$ cat src/rtl/pixclk_pkg.sv
package pixclk_pkg;
  typedef enum logic [1:0] {
    EV_NONE = 2'd0,
    EV_MID  = 2'd1,
    EV_END  = 2'd2
  } half_ev_e;
endpackage

$ cat src/rtl/pixclk_cfg_chk.sv
module pixclk_cfg_chk #(
  parameter int INT_W  = 8,
  parameter int FRAC_W = 6
) (
  input  logic [INT_W-1:0]  cfg_int,
  input  logic [FRAC_W-1:0] cfg_num,
  input  logic [FRAC_W-1:0] cfg_den,
  output logic              cfg_bad
);
  localparam logic [INT_W-1:0] MIN_INT = INT_W'(2);

  logic int_low, frac_over;

  always_comb begin
    int_low   = (cfg_int < MIN_INT);
    frac_over = (cfg_den != '0) && (cfg_num >= cfg_den);
    cfg_bad   = int_low || frac_over;
  end
endmodule

$ cat src/rtl/pixclk_frac_div.sv
module pixclk_frac_div
  import pixclk_pkg::*;
#(
  parameter int INT_W  = 8,
  parameter int FRAC_W = 6,
  parameter int PRE_W  = 6
) (
  input  logic              clk,
  input  logic              rst_n,
  input  logic              en,
  input  logic [INT_W-1:0]  cfg_int,
  input  logic [FRAC_W-1:0] cfg_num,
  input  logic [FRAC_W-1:0] cfg_den,
  input  logic [PRE_W-1:0]  cfg_pre,
  input  logic              cfg_launch_fall,
  input  logic              cfg_bad,
  input  logic              pix_bound,
  output logic              active,
  output half_ev_e          ev,
  output logic [PRE_W-1:0]  pre_q,
  output logic              lf_q
);
  localparam int LEN_W = INT_W + 1;
  localparam int SUM_W = FRAC_W + 1;

  logic [LEN_W-1:0]  cnt_q, hlen_q;
  logic [INT_W-1:0]  int_q;
  logic [FRAC_W-1:0] num_q, den_q, acc_q;
  logic              active_q;

  logic              end_evt, mid_evt, start, take_live, changed;
  logic              dither, stretch;
  logic [INT_W-1:0]  u_int;
  logic [FRAC_W-1:0] u_num, u_den, base_acc, acc_nxt;
  logic [PRE_W-1:0]  u_pre;
  logic              u_lf;
  logic [SUM_W-1:0]  sum;
  logic [LEN_W-1:0]  len;

  always_comb begin
    end_evt   = active_q && (cnt_q == '0);
    mid_evt   = active_q && (cnt_q == hlen_q);
    start     = !active_q && en && !cfg_bad;
    take_live = start || (end_evt && pix_bound);
    changed   = {cfg_int, cfg_num, cfg_den, cfg_pre, cfg_launch_fall}
             != {int_q, num_q, den_q, pre_q, lf_q};
    u_int     = take_live ? cfg_int : int_q;
    u_num     = take_live ? cfg_num : num_q;
    u_den     = take_live ? cfg_den : den_q;
    u_pre     = take_live ? cfg_pre : pre_q;
    u_lf      = take_live ? cfg_launch_fall : lf_q;
    base_acc  = (start || (take_live && changed)) ? '0 : acc_q;
    dither    = (u_den != '0) && (u_num != '0);
    sum       = {1'b0, base_acc} + {1'b0, u_num};
    stretch   = dither && (sum >= {1'b0, u_den});
    if (!dither)      acc_nxt = '0;
    else if (stretch) acc_nxt = FRAC_W'(sum - {1'b0, u_den});
    else              acc_nxt = FRAC_W'(sum);
    len       = {1'b0, u_int} + LEN_W'(stretch);
  end

  always_ff @(posedge clk or negedge rst_n) begin
    if (!rst_n) begin
      active_q <= 1'b0;
      cnt_q    <= '0;
      hlen_q   <= '0;
      int_q    <= '0;
      num_q    <= '0;
      den_q    <= '0;
      acc_q    <= '0;
      pre_q    <= '0;
      lf_q     <= 1'b0;
    end else if (!en) begin
      active_q <= 1'b0;
    end else if (start || (end_evt && !(pix_bound && cfg_bad))) begin
      active_q <= 1'b1;
      int_q    <= u_int;
      num_q    <= u_num;
      den_q    <= u_den;
      pre_q    <= u_pre;
      lf_q     <= u_lf;
      acc_q    <= acc_nxt;
      cnt_q    <= len - LEN_W'(1);
      hlen_q   <= len >> 1;
    end else if (end_evt) begin
      active_q <= 1'b0;
    end else if (active_q) begin
      cnt_q    <= cnt_q - LEN_W'(1);
    end
  end

  always_comb begin
    active = active_q;
    if (end_evt)      ev = EV_END;
    else if (mid_evt) ev = EV_MID;
    else              ev = EV_NONE;
  end

  AST_ERR_HOLD: assert property (@(posedge clk) disable iff (!rst_n)
    (!active_q && cfg_bad) |=> !active_q);
  AST_CNT_LIMIT: assert property (@(posedge clk) disable iff (!rst_n)
    active_q |-> (cnt_q <= {1'b0, int_q}));
  AST_ACC_BELOW: assert property (@(posedge clk) disable iff (!rst_n)
    (active_q && den_q != '0) |-> (acc_q < den_q));
  AST_MID_BEFORE_END: assert property (@(posedge clk) disable iff (!rst_n)
    active_q |-> (hlen_q != '0));
endmodule

$ cat src/rtl/pixclk_prescale.sv
module pixclk_prescale
  import pixclk_pkg::*;
#(
  parameter int PRE_W = 6
) (
  input  logic             clk,
  input  logic             rst_n,
  input  logic             run,
  input  half_ev_e         ev,
  input  logic [PRE_W-1:0] pre_q,
  input  logic             lf_q,
  input  logic             idle_hi,
  output logic             pix_bound,
  output logic             pclk,
  output logic             launch_stb,
  output logic             sample_stb
);
  localparam int CNT_W = PRE_W + 1;

  logic [CNT_W-1:0] cnt_q, last, midp;
  logic             is_evt, flip;
  logic             pclk_q, lstb_q, sstb_q;

  always_comb begin
    last      = {pre_q, 1'b1};
    midp      = {1'b0, pre_q};
    is_evt    = (ev != EV_NONE);
    pix_bound = (ev == EV_END) && (cnt_q == last);
    flip      = run && is_evt && ((cnt_q == midp) || (cnt_q == last));
  end

  always_ff @(posedge clk or negedge rst_n) begin
    if (!rst_n) begin
      cnt_q  <= '0;
      pclk_q <= 1'b0;
      lstb_q <= 1'b0;
      sstb_q <= 1'b0;
    end else if (!run) begin
      cnt_q  <= '0;
      pclk_q <= idle_hi;
      lstb_q <= 1'b0;
      sstb_q <= 1'b0;
    end else begin
      if (is_evt) cnt_q <= (cnt_q == last) ? '0 : cnt_q + CNT_W'(1);
      if (flip) pclk_q <= ~pclk_q;
      lstb_q <= flip && (pclk_q == lf_q);
      sstb_q <= flip && (pclk_q != lf_q);
    end
  end

  always_comb begin
    pclk       = pclk_q;
    launch_stb = lstb_q;
    sample_stb = sstb_q;
  end

  AST_STB_EXCL: assert property (@(posedge clk) disable iff (!rst_n)
    !(launch_stb && sample_stb));
  AST_STB_ON_EDGE: assert property (@(posedge clk) disable iff (!rst_n)
    (launch_stb || sample_stb) |-> (pclk != $past(pclk)));
  AST_CNT2_RANGE: assert property (@(posedge clk) disable iff (!rst_n)
    run |-> (cnt_q <= last));
endmodule

$ cat src/rtl/pixclk_gen.sv
module pixclk_gen
  import pixclk_pkg::*;
#(
  parameter int INT_W  = 8,
  parameter int FRAC_W = 6,
  parameter int PRE_W  = 6
) (
  input  logic              clk,
  input  logic              rst_n,
  input  logic              en,
  input  logic [INT_W-1:0]  cfg_int,
  input  logic [FRAC_W-1:0] cfg_num,
  input  logic [FRAC_W-1:0] cfg_den,
  input  logic [PRE_W-1:0]  cfg_pre,
  input  logic              cfg_idle_hi,
  input  logic              cfg_launch_fall,
  output logic              cfg_err,
  output logic              pclk,
  output logic              launch_stb,
  output logic              sample_stb
);
  logic             bad, active, pix_bound, run;
  half_ev_e         ev;
  logic [PRE_W-1:0] pre_q;
  logic             lf_q;

  pixclk_cfg_chk #(.INT_W(INT_W), .FRAC_W(FRAC_W)) u_chk (
    .cfg_int (cfg_int),
    .cfg_num (cfg_num),
    .cfg_den (cfg_den),
    .cfg_bad (bad)
  );

  pixclk_frac_div #(.INT_W(INT_W), .FRAC_W(FRAC_W), .PRE_W(PRE_W)) u_div (
    .clk             (clk),
    .rst_n           (rst_n),
    .en              (en),
    .cfg_int         (cfg_int),
    .cfg_num         (cfg_num),
    .cfg_den         (cfg_den),
    .cfg_pre         (cfg_pre),
    .cfg_launch_fall (cfg_launch_fall),
    .cfg_bad         (bad),
    .pix_bound       (pix_bound),
    .active          (active),
    .ev              (ev),
    .pre_q           (pre_q),
    .lf_q            (lf_q)
  );

  assign run     = active && en;
  assign cfg_err = bad;

  pixclk_prescale #(.PRE_W(PRE_W)) u_pre (
    .clk        (clk),
    .rst_n      (rst_n),
    .run        (run),
    .ev         (ev),
    .pre_q      (pre_q),
    .lf_q       (lf_q),
    .idle_hi    (cfg_idle_hi),
    .pix_bound  (pix_bound),
    .pclk       (pclk),
    .launch_stb (launch_stb),
    .sample_stb (sample_stb)
  );

  AST_GATED_IDLE: assert property (@(posedge clk) disable iff (!rst_n)
    !en |=> (pclk == $past(cfg_idle_hi) && !launch_stb && !sample_stb));
endmodule

$ cat config.mk
export PLATFORM = sky130hd
export DESIGN_NAME = pixclk_gen
export DESIGN_NICKNAME = d
export VERILOG_FILES = /design/src/rtl/pixclk_pkg.sv /design/src/rtl/pixclk_cfg_chk.sv /design/src/rtl/pixclk_frac_div.sv /design/src/rtl/pixclk_prescale.sv /design/src/rtl/pixclk_gen.sv
export SDC_FILE = /design/constraint.sdc
export NUM_CORES = 1
export LEC_CHECK = 0
export BUFFER_PORTS_ARGS = -buffer_cell sky130_fd_sc_hd__buf_2
export CORE_ASPECT_RATIO = 2
export CORE_MARGIN = 4
export CORE_UTILIZATION = 60
export DETAILED_ROUTE_END_ITERATION = 10
export GPL_ROUTABILITY_DRIVEN = 1
export HOLD_SLACK_MARGIN = 0.05
export PLACE_DENSITY_LB_ADDON = 0.08
export SLEW_MARGIN = 20
export SYNTH_ARGS = -nofsm -noshare
export SYNTH_HDL_FRONTEND = slang
export SYNTH_SLANG_ARGS = --single-unit
export TNS_END_PERCENT = 100
$ cat constraint.sdc
create_clock -name clk -period 8.35 [get_ports clk]
set_input_delay 1.2525 -clock clk [delete_from_list [all_inputs] [get_ports clk]]
set_output_delay 1.2525 -clock clk [all_outputs]
set_load 0.02 [all_outputs]
# Yosys cells after proc, flatten, opt, wreduce, memory -nomap -nowiden
# Cells that the tools add are included.
# Widths: inputs -> output; s select.
word_totals:
  ff_bits: 61
  output_inout_bits: 4
  wordCells: 89
op_classes:
  addsub: 6
  magnitude_cmp: 3
  eq_ne: 11
  n_mux: 21
  bitwise_logic: 1
  n_reduce_logical: 34
op_table:
  columns: ["operator", "count"]
  rows:
  - ["$mux 6", 5]
  - ["$mux 9", 3]
  - ["$ne 27x27->1", 1]
  - ["$mux 7", 3]
  - ["$reduce_bool 6->1", 3]
  - ["$sub 9x1->9 const B", 2]
  - ["$logic_and 1x1->1", 17]
  - ["$add 8x1->9", 1]
  - ["$eq 9x8->1", 1]
  - ["$logic_not 9->1", 1]
  - ["$lt 8x2->1 const B", 1]
  - ["$mux 1", 8]
  - ["$mux 8", 1]
  - ["$add 6x6->7", 1]
  - ["$add 7x1->7 const B", 1]
  - ["$eq 7x6->1", 1]
  - ["$eq 7x7->1", 1]
  - ["$ge 7x6->1", 1]
  - ["$ge 6x6->1", 1]
  - ["$ne 2x2->1 const B", 3]
  - ["$reduce_and 3->1", 2]
  - ["$sub 6x6->6", 1]
  - ["$logic_or 1x1->1", 5]
  - ["$reduce_bool 2->1", 2]
  - ["other kinds (8)", 10]

# Logic depth before layout (Yosys ltp)
depth:
  depth_word: 17
  mapped_depth: 32
  depth_no_buf: 30

# Modules after synthesis
# A second synthesis with hierarchy kept.
hier_totals:
  hier_cells: 493
  area_unflattened_um2: 4715.8
modules_own_cells:
  columns: ["mod", "instances", "cells_per_inst", "area_per_inst_um2"]
  rows:
  - ["pixclk_frac_div", 1, 399, 3816.2]
  - ["pixclk_prescale", 1, 70, 711.9]
  - ["pixclk_cfg_chk", 1, 23, 181.4]
  - ["pixclk_gen", 1, 1, 6.3]

# Least setup slack after synthesis
# Ideal clock, no wire load.
synth_timing:
  path_kind: "in2reg"
  start: "input port cfg_num[0]"
  end: "register u_div.cnt_q[8]"
  arrival_ps: 7418
  required_ps: 8276
  path_slack_ps: 858
  path_stages: 31
  cell_sequence: "inv_1 ha_1 nand2b_1 a21oi_2 o221ai_4 a211oi_2 nor2_1 clkbuf_1 o21ai_0 ha_1 inv_1 fa_1 inv_1 ha_1 nor2b_1 o21ai_0 nand2b_1 a21o_1 a21o_1 a221oi_1 clkbuf_1 nor2_1 ha_1 ha_1 mux2i_1 ha_1 o211ai_1 a211oi_2 o2111ai_2 mux2_4 o21ai_2"
synth_between:
  word_cells_on_any_way: 29
synth_rtl:
  columns: ["item", "line", "text"]
  rows:
  - ["start: declaration", "pixclk_gen.sv:12", "input logic [FRAC_W-1:0] cfg_num,"]
  - ["$ge 6x6->1", "pixclk_cfg_chk.sv:16", "frac_over = (cfg_den != '0) && (cfg_num >= cfg_den);"]
  - ["$logic_and 1x1->1", "pixclk_cfg_chk.sv:16", null]
  - ["$logic_or 1x1->1", "pixclk_cfg_chk.sv:17", "cfg_bad = int_low || frac_over;"]
  - ["$logic_not 1->1", "pixclk_frac_div.sv:43", "start = !active_q && en && !cfg_bad;"]
  - ["$logic_and 1x1->1", "pixclk_frac_div.sv:43", null]
  - ["$logic_or 1x1->1", "pixclk_frac_div.sv:44", "take_live = start || (end_evt && pix_bound);"]
  - ["$mux 6 *", "pixclk_frac_div.sv:48", "u_num = take_live ? cfg_num : num_q;"]
  - ["via u_div.u_num[0]", "pixclk_frac_div.sv:34", "logic [FRAC_W-1:0] u_num, u_den, base_acc, acc_nxt;"]
  - ["$add 6x6->7 / $reduce_bool 6->1 (equally long branches)", "pixclk_frac_div.sv:54, pixclk_frac_div.sv:53", null]
  - ["$ge 7x6->1 / $logic_and 1x1->1 (equally long branches)", "pixclk_frac_div.sv:55, pixclk_frac_div.sv:53", null]
  - ["$logic_and 1x1->1 *", "pixclk_frac_div.sv:55", "stretch = dither && (sum >= {1'b0, u_den});"]
  - ["$add 8x1->9 *", "pixclk_frac_div.sv:59", "len = {1'b0, u_int} + LEN_W'(stretch);"]
  - ["via u_div.len[1]", "pixclk_frac_div.sv:38", "logic [LEN_W-1:0] len;"]
  - ["$sub 9x1->9 *", "pixclk_frac_div.sv:83", "cnt_q <= len - LEN_W'(1);"]
  - ["$mux 9 *", "pixclk_frac_div.sv:75", "end else if (start || (end_evt && !(pix_bound && cfg_bad))) begin"]
  - ["end signal: assignment", "pixclk_frac_div.sv:83", null]
  - ["end signal: assignment", "pixclk_frac_div.sv:88", "cnt_q <= cnt_q - LEN_W'(1);"]
  - ["end: declaration", "pixclk_frac_div.sv:26", "logic [LEN_W-1:0] cnt_q, hlen_q;"]
# Mark *: on every way through the listed nets, which the timed path passes. The rest lies on a longest branch.
# A chain may end at the register's enable or synchronous reset.

# Worst setup path in the final report
# Same ends and word-level chain as after synthesis.

==> results by group <==
Die
  – # rows: 45
  – Die Area: ~9400 um^2
  – Number of primary I/O pins: 35
  – Initial core utilization: 0.620
  – Placeable Area: between 7000 and 8000 um^2
  – Die X: ~71 um
  – Die Y: ~130 um

STA
  – Max_slew headroom: 0.469
  – RSZ-0062 raised after global routing: no
  – Fin. max-slew vios: 0
  – Setup Skew: 5.78 ps
  – Setup tns final: 0 ps
  – Final Setup Violations: 0
  – Slew @ Worst Pin: between 700 and 800 ps
  – Tcrit/Tclk final: 0.901
  – Minimum clock period: ~7500 ps
  – Worst Slack Setup Final: a little over 800 ps
  – Final hold vios: 0
  – Maximum achievable frequency: around 0.13 GHz

Setup path
  – Max FO, Critical Path: 9
  – Critical path's slowest cell: fa_1
  – R2r startpoint: u_div.cnt_q[3]$_DFFE_PN0P_
  – WP data required: 8610 ps
  – CP most frequent cell: ha_1
  – Slowest Stage Delay on Critical Path: ~540 ps
  – Startpoint Class: input port
  – Worst Reg2Reg Path Length in Cells: 24
  – Critical path startpoint: cfg_num[0]
  – Kind of critical path: input port to flop
  – Worst Setup End Kind: flop
  – R2r endpoint: u_div.cnt_q[8]$_DFFE_PN0P_
  – Crit path DAT: roughly 8000 ps
  – Reg2Reg Setup Slack: ~1700 ps

Global route
  – Gr usage total: 0.275
  – Vias in the first global route: 4,066
  – First-pass GRT wire length: roughly 20,000 um
  – Pin count of the biggest net entering global routing: 62
  – Grt ovf: 0
  – Antenna violations before repair: 0

Synthesis
  – Post-synthesis sequential area ratio: 0.324
  – #FFs+latches synth: between 60 and 70
  – Synth Net Count: between 500 and 600
  – Number of synthesized flops with an enable pin: 0
  – Netlist cell types: approximately 70
  – Most used DFF post-synth: dfrtp_1
  – Mapped Cells: about 510
  – Mapped Area: between 4000 and 5000 um^2
  – Asr flop ratio synth: 1.00
  – Ys Warns: 0
  – Syn avg cell area: between 9 and 10 um^2

Layout
  – Commonest cells after routing, fill and taps aside: 68 x nand2_1, 61 x dfrtp_1, 37 x xnor2_1
  – Non-Filler Cell Area, Final: about 5200 um^2
  – Layout cells sized above 1: 0.197
  – Area grow syn2layout: 10.8%
  – Util after Layout: 0.687
  – Diode count: 0
  – Finished Layout Cells: between 600 and 700
  – Most common cell after layout, fill and taps aside: nand2_1
  – Final net count: roughly 600

Detailed routing
  – Routed wire per std cell: approximately 19 um
  – Detail Route Antenna Nets: 0
  – Vias/cell: ~6
  – Total vias in the final route: roughly 3,800
  – Initial DRC count: 260
  – Final wirelength: 12,100 um
  – First drt pass iteration count: 4
  – # DRC: 0

Placement
  – IO buf count: 34
  – DP Worst Slack: ~570 ps
  – Dpl cells: 626
  – Post-DP HPWL: approximately 9500 um
  – GPL Wtd Cong: 0.944
  – Area after DPL: 4940 um^2

Clock network
  – Clock buffer depth: 2
  – Clock latency at the later pin of the worst-skew pair: around 330 ps
  – Setup bufs post-CTS: 0
  – Clock sink count: a little over 60
  – Root buffer cell: clkbuf_16
  – # resized after CTS: 0
  – Clk slew on worst S/H paths: ~50 ps
  – Htree depth: 3
  – CTS tree: yes
  – Num CTS Buffers: 9
  – Hold_buf cts: 0

Power and ir drop
  – VDD IR max: ~0.00040 V
  – PD cells: around 370 nW/um^2
  – Pleak: approximately 2.3 nW

Min path
  – Worst Hold Path Cells: 2
  – Worst min path class: flop to flop
  – Worst Hold End: u_div.acc_q[5]$_DFFE_PN0P_
  – Hold Crit Start: u_div.acc_q[5]$_DFFE_PN0P_

Outcome
  – Status: complete, no violations

Run
  – Maxcap violations: 0
cell type report:
type	count	area, um^2
Clock buffer	12	256
Multi-Input combinational cell	409	3010
Timing Repair Buffer	38	200
Sequential cell	61	1530
Clock inverter	4	22.5
Inverter	24	90.1
Fill cell	642	2380
Tap cell	94	118
critical path, delay by kind of cell:
family / cells / cell delay [ps]
fa+ha+maj: 7 / 2120
mux: 2 / 530
compound gates: 12 / 2860
buf+inv: 4 / 310
simple gates: 5 / 690
where the power goes:
part | total (W) | internal [W] | leakage (nW) | switching (W)
Sequential | 0.000537 | 0.000403 | 0.790 | 0.000134
Clock | 0.000345 | 0.000215 | 0.138 | 0.000130
Combinational | 0.00105 | 0.000469 | 1.40 | 0.000578
metal layers:
layer | part of all wire | up-vias | global-route usage
met4 | 0.063 | 0 | 0.175
met3 | 0.024 | 38 | 0.0431
met5 | 0 | - | 0
met1 | 0.35 | 1845 | 0.273
met2 | 0.56 | 76 | 0.514
li1 | - | 1870 | -
per-stage QoR:
stage / hold WS [ps] / total power (W)
3_5_place_dp: 458 / 0.00158
3_3_place_gp: 453 / 0.00155
4_1_cts: 469 / 0.00193
2_1_floorplan: 440 / 0.00131
6_report: 468 / 0.00193
5_1_grt: 489 / 0.00209
synth_stat cells, drive strengths merged (7+ instances only):
cell type  count  area share
a21o          10       0.017
a21oi         24       0.026
and2           8       0.011
clkbuf        11       0.012
dfrtp         61        0.32
ha            22       0.058
inv           24       0.019
mux2          22       0.053
nand2         69       0.055
nand3         12       0.015
nand4         11       0.015
nor2          27       0.022
nor3           7      0.0096
nor4          11       0.022
o21ai         42       0.045
o31ai         10       0.017
xnor2         38       0.072
xor2          30       0.056
how the worst max path moves through the flow:
stage / slack [ps] / to / cells past startpoint
CTS: 870 / u_div.cnt_q[8]$_DFFE_PN0P_ / 30
finish: 820 / u_div.cnt_q[8]$_DFFE_PN0P_ / 30
floorplan: 860 / u_div.cnt_q[8]$_DFFE_PN0P_ / 31
global placement: 710 / u_div.cnt_q[8]$_DFFE_PN0P_ / 30
global route: 320 / u_div.cnt_q[8]$_DFFE_PN0P_ / 30
detailed placement: 570 / u_div.cnt_q[8]$_DFFE_PN0P_ / 30
cell families after synthesis:
family | after synthesis | share of synthesized area
multiplexers | 28 | 0.0661
AO/OA/AOI/OAI | 119 | 0.187
XOR/XNOR | 68 | 0.128
AND/OR/NAND/NOR | 170 | 0.190
buffers and inverters | 39 | 0.0377
flip-flops | 61 | 0.324
adder cells (fa/ha/maj) | 24 | 0.0669
state kept, by name, indices dropped and copies added, names as in the netlist:
signal and count:
u_pre.cnt_q 7, u_pre.launch_stb 1, u_div.lf_q 1, u_div.den_q 6, u_div.active 1, u_div.cnt_q 9
u_div.pre_q 6, u_pre.pclk 1, u_div.hlen_q 8, u_div.int_q 8, u_pre.sample_stb 1, u_div.num_q 6
u_div.acc_q 6
No activity file was read; power rests on OpenSTA's default activity.
